===== src/rtl/rs485_dir_pkg.sv =====
package rs485_dir_pkg;

  typedef enum logic [2:0] {
    ST_IDLE,    // line released
    ST_ARM,     // write seen, waiting for a tick boundary
    ST_LEAD,    // driver on, leading guard
    ST_ACTIVE,  // serializer running
    ST_TRAIL    // drained, trailing guard
  } dir_state_e;

  function automatic logic line_driven(dir_state_e s);
    return (s == ST_LEAD) || (s == ST_ACTIVE) || (s == ST_TRAIL);
  endfunction

  function automatic logic rx_blank_window(dir_state_e s);
    return (s == ST_ARM) || (s == ST_LEAD) || (s == ST_ACTIVE);
  endfunction

endpackage


===== src/rtl/rs485_guard_fsm.sv =====
module rs485_guard_fsm
  import rs485_dir_pkg::*;
#(
  parameter int unsigned GUARD_BITS = 1
) (
  input  logic       clk_i,
  input  logic       rst_ni,
  input  logic       baud_tick_i,
  input  logic       tx_write_i,
  input  logic       tx_drained_i,
  output dir_state_e state_o,
  output logic       start_o,
  output logic       done_o,
  output logic       de_o,
  output logic       tx_go_o
);

  localparam int unsigned CW = (GUARD_BITS > 1) ? $clog2(GUARD_BITS) : 1;
  localparam logic [CW-1:0] LAST = CW'(GUARD_BITS - 1);

  dir_state_e state_q, state_d;
  logic [CW-1:0] cnt_q, cnt_d;
  logic guard_end;

  assign guard_end = baud_tick_i && (cnt_q == LAST);

  always_comb begin
    state_d = state_q;
    cnt_d   = cnt_q;
    start_o = 1'b0;
    done_o  = 1'b0;
    unique case (state_q)
      ST_IDLE: if (tx_write_i) begin
        state_d = ST_ARM;
        start_o = 1'b1;
      end
      ST_ARM: if (baud_tick_i) begin
        state_d = ST_LEAD;
        cnt_d   = '0;
      end
      ST_LEAD: if (baud_tick_i) begin
        if (guard_end) begin
          state_d = ST_ACTIVE;
          cnt_d   = '0;
        end else begin
          cnt_d = cnt_q + 1'b1;
        end
      end
      ST_ACTIVE: if (!tx_write_i && tx_drained_i) begin
        state_d = ST_TRAIL;
        cnt_d   = '0;
        done_o  = 1'b1;
      end
      ST_TRAIL: begin
        if (tx_write_i) begin
          state_d = ST_ACTIVE;   // resume, no new leading guard
        end else if (baud_tick_i) begin
          if (guard_end) state_d = ST_IDLE;
          else           cnt_d   = cnt_q + 1'b1;
        end
      end
      default: state_d = ST_IDLE;
    endcase
  end

  always_ff @(posedge clk_i or negedge rst_ni) begin
    if (!rst_ni) begin
      state_q <= ST_IDLE;
      cnt_q   <= '0;
    end else begin
      state_q <= state_d;
      cnt_q   <= cnt_d;
    end
  end

  assign state_o = state_q;
  assign de_o    = line_driven(state_q);
  assign tx_go_o = (state_q == ST_ACTIVE) || (state_q == ST_TRAIL);

  AST_LEAD_ON_TICK: assert property (@(posedge clk_i) disable iff (!rst_ni)
    $rose(de_o) |-> $past(baud_tick_i));
  AST_GO_AFTER_LEAD: assert property (@(posedge clk_i) disable iff (!rst_ni)
    $rose(tx_go_o) |-> $past(de_o));
  AST_RELEASE_ON_TICK: assert property (@(posedge clk_i) disable iff (!rst_ni)
    $fell(de_o) |-> $past(baud_tick_i) && !$past(tx_write_i));

endmodule


===== src/rtl/rs485_tc_flag.sv =====
module rs485_tc_flag (
  input  logic clk_i,
  input  logic rst_ni,
  input  logic set_i,
  input  logic write_i,
  input  logic clear_i,
  output logic tc_o
);

  logic tc_q;

  always_ff @(posedge clk_i or negedge rst_ni) begin
    if (!rst_ni)                tc_q <= 1'b0;
    else if (set_i)             tc_q <= 1'b1;
    else if (write_i || clear_i) tc_q <= 1'b0;
  end

  assign tc_o = tc_q;

  AST_TC_CLR_BY_WRITE: assert property (@(posedge clk_i) disable iff (!rst_ni)
    write_i |=> !tc_o);
  AST_TC_W1C: assert property (@(posedge clk_i) disable iff (!rst_ni)
    (clear_i && !set_i) |=> !tc_o);

endmodule


===== src/rtl/rs485_rx_gate.sv =====
module rs485_rx_gate
  import rs485_dir_pkg::*;
(
  input  logic       clk_i,
  input  logic       rst_ni,
  input  dir_state_e state_i,
  input  logic       echo_en_i,
  input  logic       start_i,
  input  logic       done_i,
  output logic       rx_en_o,
  output logic       rx_flush_o
);

  logic blank_q;
  logic flush_q;

  // echo choice is fixed per burst at its first write
  always_ff @(posedge clk_i or negedge rst_ni) begin
    if (!rst_ni) begin
      blank_q <= 1'b0;
      flush_q <= 1'b0;
    end else begin
      if (start_i) blank_q <= !echo_en_i;
      flush_q <= done_i && blank_q;
    end
  end

  assign rx_en_o    = !(blank_q && rx_blank_window(state_i));
  assign rx_flush_o = flush_q;

  AST_FLUSH_WITH_RX_ON: assert property (@(posedge clk_i) disable iff (!rst_ni)
    rx_flush_o |-> rx_en_o);
  AST_FLUSH_ONE_CYCLE: assert property (@(posedge clk_i) disable iff (!rst_ni)
    rx_flush_o |=> !rx_flush_o);

endmodule


===== src/rtl/rs485_dir_ctrl.sv =====
module rs485_dir_ctrl
  import rs485_dir_pkg::*;
#(
  parameter int unsigned GUARD_BITS = 1
) (
  input  logic clk_i,
  input  logic rst_ni,
  input  logic baud_tick_i,
  input  logic tx_write_i,
  input  logic tx_buf_empty_i,
  input  logic tx_shift_empty_i,
  input  logic echo_en_i,
  input  logic tc_clear_i,
  input  logic tc_irq_en_i,
  output logic de_o,
  output logic tx_go_o,
  output logic tc_o,
  output logic irq_o,
  output logic rx_en_o,
  output logic rx_flush_o
);

  dir_state_e state;
  logic burst_start;
  logic burst_done;
  logic drained;

  assign drained = tx_buf_empty_i && tx_shift_empty_i;

  rs485_guard_fsm #(.GUARD_BITS(GUARD_BITS)) u_fsm (
    .clk_i        (clk_i),
    .rst_ni       (rst_ni),
    .baud_tick_i  (baud_tick_i),
    .tx_write_i   (tx_write_i),
    .tx_drained_i (drained),
    .state_o      (state),
    .start_o      (burst_start),
    .done_o       (burst_done),
    .de_o         (de_o),
    .tx_go_o      (tx_go_o)
  );

  rs485_tc_flag u_tc (
    .clk_i   (clk_i),
    .rst_ni  (rst_ni),
    .set_i   (burst_done),
    .write_i (tx_write_i),
    .clear_i (tc_clear_i),
    .tc_o    (tc_o)
  );

  rs485_rx_gate u_rx (
    .clk_i      (clk_i),
    .rst_ni     (rst_ni),
    .state_i    (state),
    .echo_en_i  (echo_en_i),
    .start_i    (burst_start),
    .done_i     (burst_done),
    .rx_en_o    (rx_en_o),
    .rx_flush_o (rx_flush_o)
  );

  assign irq_o = tc_o && tc_irq_en_i;

  AST_TC_ONLY_WHEN_DRAINED: assert property (@(posedge clk_i) disable iff (!rst_ni)
    $rose(tc_o) |-> $past(tx_buf_empty_i && tx_shift_empty_i));
  AST_RX_BACK_BEFORE_RELEASE: assert property (@(posedge clk_i) disable iff (!rst_ni)
    $fell(de_o) |-> rx_en_o);
  AST_RX_BACK_WITH_TC: assert property (@(posedge clk_i) disable iff (!rst_ni)
    $rose(rx_en_o) |-> tc_o);

endmodule


===== config.mk =====
export PLATFORM = sky130hd
export DESIGN_NAME = rs485_dir_ctrl
export DESIGN_NICKNAME = d
export VERILOG_FILES = /design/src/rtl/rs485_dir_pkg.sv /design/src/rtl/rs485_guard_fsm.sv /design/src/rtl/rs485_tc_flag.sv /design/src/rtl/rs485_rx_gate.sv /design/src/rtl/rs485_dir_ctrl.sv
export SDC_FILE = /design/constraint.sdc
export NUM_CORES = 1
export LEC_CHECK = 0
export BUFFER_PORTS_ARGS = -buffer_cell sky130_fd_sc_hd__buf_2
export CORE_AREA = 10 10 47 49
export CTS_CLUSTER_SIZE = 24
export DETAILED_ROUTE_END_ITERATION = 6
export DIE_AREA = 0 0 57 59
export GPL_TIMING_DRIVEN = 0
export PLACE_DENSITY = 0.66
export SYNTH_ARGS = -nofsm -noshare
export SYNTH_HDL_FRONTEND = slang
export SYNTH_SLANG_ARGS = --single-unit

===== constraint.sdc =====
create_clock -name clk_i -period 3.5 [get_ports clk_i]
set_input_delay 0.525 -clock clk_i [delete_from_list [all_inputs] [get_ports clk_i]]
set_output_delay 0.525 -clock clk_i [all_outputs]
set_load 0.005 [all_outputs]

=== Yosys cells after proc, flatten, opt, wreduce, memory -nomap -nowiden ===
Cells that the tools add are included.

* Eq/ne operators: 14
* Muxes and demuxes: 23
* Bitwise operators: 1
* Add/subtract/negate cells: 1
* Reduce and logical (&&, ||, !) cells: 20

{| class="wikitable"
|+ Operators by type and width
! operator !! count
|-
| $mux W3 || 8
|-
| $pmux W3 S5 || 1
|-
| $reduce_and A7 Y1 || 2
|-
| $mux W1 || 13
|-
| $ne A2 B2 Y1 const B || 6
|-
| $eq A3 B2 Y1 const B || 2
|-
| $logic_and A1 B1 Y1 || 6
|-
| $logic_or A1 B1 Y1 || 6
|-
| $ne A2 B1 Y1 const B || 2
|-
| $pmux W1 S4 || 1
|-
| $reduce_bool A4 Y1 || 1
|-
| $eq A3 B1 Y1 const B || 1
|-
| $eq A3 B3 Y1 const B || 1
|-
| $logic_not A1 Y1 || 3
|-
| $logic_not A3 Y1 || 1
|-
| $ne A3 B2 Y1 const B || 1
|-
| $ne A3 B3 Y1 const B || 1
|-
| $reduce_bool A2 Y1 || 1
|-
| $add A1 B1 Y1 const B || 1
|-
| $not A1 Y1 || 1
|}

* Logic and storage cells: 64
* Bits of input ports: 9
* Bits in registers: 7
* Output and inout port bits: 6

=== Depth between registers and ports, before layout ===
* Word-level depth: 6
* Gate-level depth with buffers: 5
* Gate-level depth less buffers: 4

=== Cells and area by module ===
From an unflattened synthesis, not the netlist that was laid out.

* Cell total of the unflattened synthesis: 47
* Area, all modules: 420.4 µm²

{| class="wikitable"
|+ Modules (own cells, without submodules)
! module !! cells each !! sequential area each (µm²) !! area an instance (µm²) !! times used
|-
| rs485_guard_fsm || 35 || 100.1 || 294.0 || 1
|-
| rs485_rx_gate || 7 || 50.0 || 77.6 || 1
|-
| rs485_tc_flag || 3 || 25.0 || 36.3 || 1
|-
| rs485_dir_ctrl || 2 || 0.0 || 12.5 || 1
|}

=== Worst setup path before layout ===
No wires, ideal clock.

* Kind: register to output
* Start: register u_fsm.state_q[2] (netlist: u_fsm.state_o[2])
* End: output port rx_en_o
* Buffers on the path: 1
* Cell stages (with the launch flop): 3
* Data required time: 2.975 ns
* Setup slack: 1.925 ns
* Data arrival time: 1.050 ns
* Path through: dfrtp_1 buf_1 or3b_2

* Longest elaborated chain between the ends: 5
* Elaborated cells between the ends (all ways): 7
* Classes of those cells: 3 x eq/ne; 4 x reduce/logical

{| class="wikitable"
|+ RTL lines
! element !! line !! text
|-
| start, declared || rs485_guard_fsm.sv:21 || <nowiki>dir_state_e state_q, state_d;</nowiki>
|-
| start signal, assigned || rs485_guard_fsm.sv:71 || <nowiki>state_q <= state_d;</nowiki>
|-
| $eq A3 B1 Y1 or $eq A3 B2 Y1 (tied branches) || rs485_dir_pkg.sv:16 || <nowiki>return (s == ST_ARM) || (s == ST_LEAD) || (s == ST_ACTIVE);</nowiki>
|-
| $logic_or A1 B1 Y1 || rs485_dir_pkg.sv:16 ||
|-
| $logic_or A1 B1 Y1 * || rs485_dir_pkg.sv:16 ||
|-
| $logic_and A1 B1 Y1 * || rs485_rx_gate.sv:28 || <nowiki>assign rx_en_o = !(blank_q && rx_blank_window(state_i));</nowiki>
|-
| $logic_not A1 Y1 * || rs485_rx_gate.sv:28 ||
|-
| end, declared || rs485_dir_ctrl.sv:19 || <nowiki>output logic rx_en_o,</nowiki>
|}

Mark *: on every way between the ends. The rest lies on a longest branch, timed or not.

=== Worst setup path in the final report ===
Same ends and word-level chain as after synthesis.

==> metrics.yaml <==
run_status:
  status: "finished, final reports clean"
route:
  drcViolationCount: 0
  ant_nets: 0
  num_vias: 396
  dr.first_iter.drc_count: 2
  drt-pass1-iter-count: 3
  wirelength_mm: 1.03
  wl_per_cell_um: 12.8
  viasPerCell: 4.95
worst_setup_path:
  path_max_fanout: 10
  critPathLaunch: "u_fsm.state_o[2]"
  cp-start-kind: "flip-flop"
  rr_endpoint: "u_fsm.state_o[0]"
  ff2ff_setup_slack_ps: 2060
  path_class: "reg2out"
  endpoint: "rx_en_o"
  r2r_cells: 5
  end_kind: "primary output"
  crit_arrival_ps: 1500
  r2r-start: "u_fsm.state_o[1]"
  required_ps: 2970
global_routing:
  grt_max_degree: 11
  grt.overflow.total: 0
  grt_first_pass_wirelength_mm: 1.82
  grt_usage: 0.0656
  antenna_found_initial: 0
  grt_pass1_vias: 440
clock_network:
  post-cts-setup-buffers: 0
  cts_hold_buf: 0
  numClockSinks: 7
  clkSlewWorstSetupHoldPaths_ps: 50
  cts_max_level: 1
  root_buffer: "clkbuf_4"
  cts_buffers: 3
  clockBufferDepth: 2
  clk_latency_ps: 250
  cts_tree: "done"
  cts_resized: 0
synth:
  syn_inst: 46
  ys_warn_count: 0
  syn_area_um2: 442
  synthFlopType: "dfrtp_1"
  syn_area_per_cell_um2: 9.60
  ys_types: 27
  syn_nets: 55
  async_flop_share: 1.00
  synth_edf_count: 0
  yosysSeqAreaShare: 0.397
  synth-seq-cells: 7
die:
  die_w_um: 57
  num_io_pins: 15
  core-area_um2: 1400
  num_rows: 14
  chipHeight_um: 59
  die_area_um2: 3360
  initial_core_util: 0.315
min_path:
  hp-class: "in2async"
power:
  power_density_nw_per_um2: 727
  p_leak_nw: 0.287
  vdd_drop_max_v: 0.000364
placement:
  finalWeightedCongestion: 0.772
  dpl_cell_area_um2: 532
  portBuffers: 14
  dp_hpwl_um: 819
  pre_cts_ws_ps: 1730
cells_and_area:
  most-common-layout-cells: "15 x buf_2, 7 x dfrtp_1, 5 x nor2_1"
  drive_gt1_frac: 0.406
  area.growth.synth_to_final_pct: 26.3
  fin_area_um2: 558
  nets: 74
  diodes: 0
  fill_cells: 150
  mostFrequentLayoutCell: "buf_2"
flow_run:
  drv_cap: 0
sta:
  tightestPinTransition_ps: 399
  rsz0062_at_grt: "no"
  setup_viol: 0
  min_period_over_period: 0.580
  maxSlewViolCount: 0
  slew_headroom: 0.734
  finalHoldViolCount: 0
  clock_skew_ps: 4.33
  fin_ws_ps: 1470
  max_freq_mhz: 493
  period_needed_ps: 2030
  tns_ps: 0
-- logic make-up after synthesis --
kind of cell | synth area share
multiplexers | 0.0708
AO/OA/AOI/OAI | 0.229
buffers and inverters | 0.0623
AND/OR/NAND/NOR | 0.241
flip-flops | 0.397
-- flip-flops by register name, summed over array words and instances, names as in the netlist --
| signal | cells |
|---|---|
| u_tc.tc_o | 1 |
| u_fsm.cnt_q | 1 |
| u_rx.blank_q | 1 |
| u_fsm.state_o | 3 |
| u_rx.rx_flush_o | 1 |
-- final cells by class --
| type | instances | area (um^2) | share of cell area |
|---|---|---|---|
| Tap cell | 16 | 20.0 | 0.0359 |
| Inverter | 2 | 7.51 | 0.0135 |
| Timing Repair Buffer | 14 | 70.1 | 0.126 |
| Multi-Input combinational cell | 34 | 239 | 0.428 |
| Buffer | 3 | 20.0 | 0.0359 |
| Clock buffer | 4 | 26.3 | 0.0471 |
| Sequential cell | 7 | 175 | 0.314 |
-- through the flow --
stage | instances | utilization | hold WS [ps] | total power, mW
after floorplan | 46 | - | 229 | 0.277
after global placement | 76 | 0.379 | 362 | 0.332
after detailed placement | 76 | 0.379 | 363 | 0.337
after CTS | 80 | 0.398 | 95.4 | 0.411
after global routing | 80 | 0.398 | 88.7 | 0.447
final | 80 | 0.398 | 96.1 | 0.406
-- cells in the mapped netlist (2+ instances only) --
cell | count | share of area
a21o_1 | 2 | 0.034
a21oi_1 | 3 | 0.034
and2_1 | 2 | 0.028
dfrtp_1 | 7 | 0.40
inv_1 | 2 | 0.017
mux2i_1 | 2 | 0.045
nand2_1 | 2 | 0.017
nor2_1 | 5 | 0.042
o21ai_0 | 2 | 0.023
o22ai_1 | 2 | 0.028
-- metal layers --
layer / track usage / part of all wire / up-vias
li1: - / - / 199
met1: 0.0639 / 0.42 / 185
met2: 0.113 / 0.50 / 12
met3: 0.0451 / 0.083 / 0
met4: 0.0134 / 0 / 0
met5: 0 / 0 / -
-- worst min-delay path by stage --
| stage | to | slack, ps | startpoint |
|---|---|---|---|
| CTS | u_rx.rx_flush_o | 100 | rst_ni |
| floorplan | u_fsm.cnt_q | 230 | rst_ni |
| detailed placement | u_fsm.cnt_q | 360 | rst_ni |
| global route | u_fsm.state_o[2] | 90 | rst_ni |
| finish | u_fsm.state_o[1] | 100 | rst_ni |
| global placement | u_fsm.cnt_q | 360 | rst_ni |
-- report_power, final --
group	internal [mW]	switching, mW
sequential	0.102	0.00963
combinational	0.108	0.114
clock	0.0434	0.0275
total	0.254	0.152
-- critical path, stage by stage, from the launching register on --
cell and delay, ps:
dfrtp_1 400, buf_1 220, or3b_2 500, buf_2 140
Power figures use the tool's default switching activity.
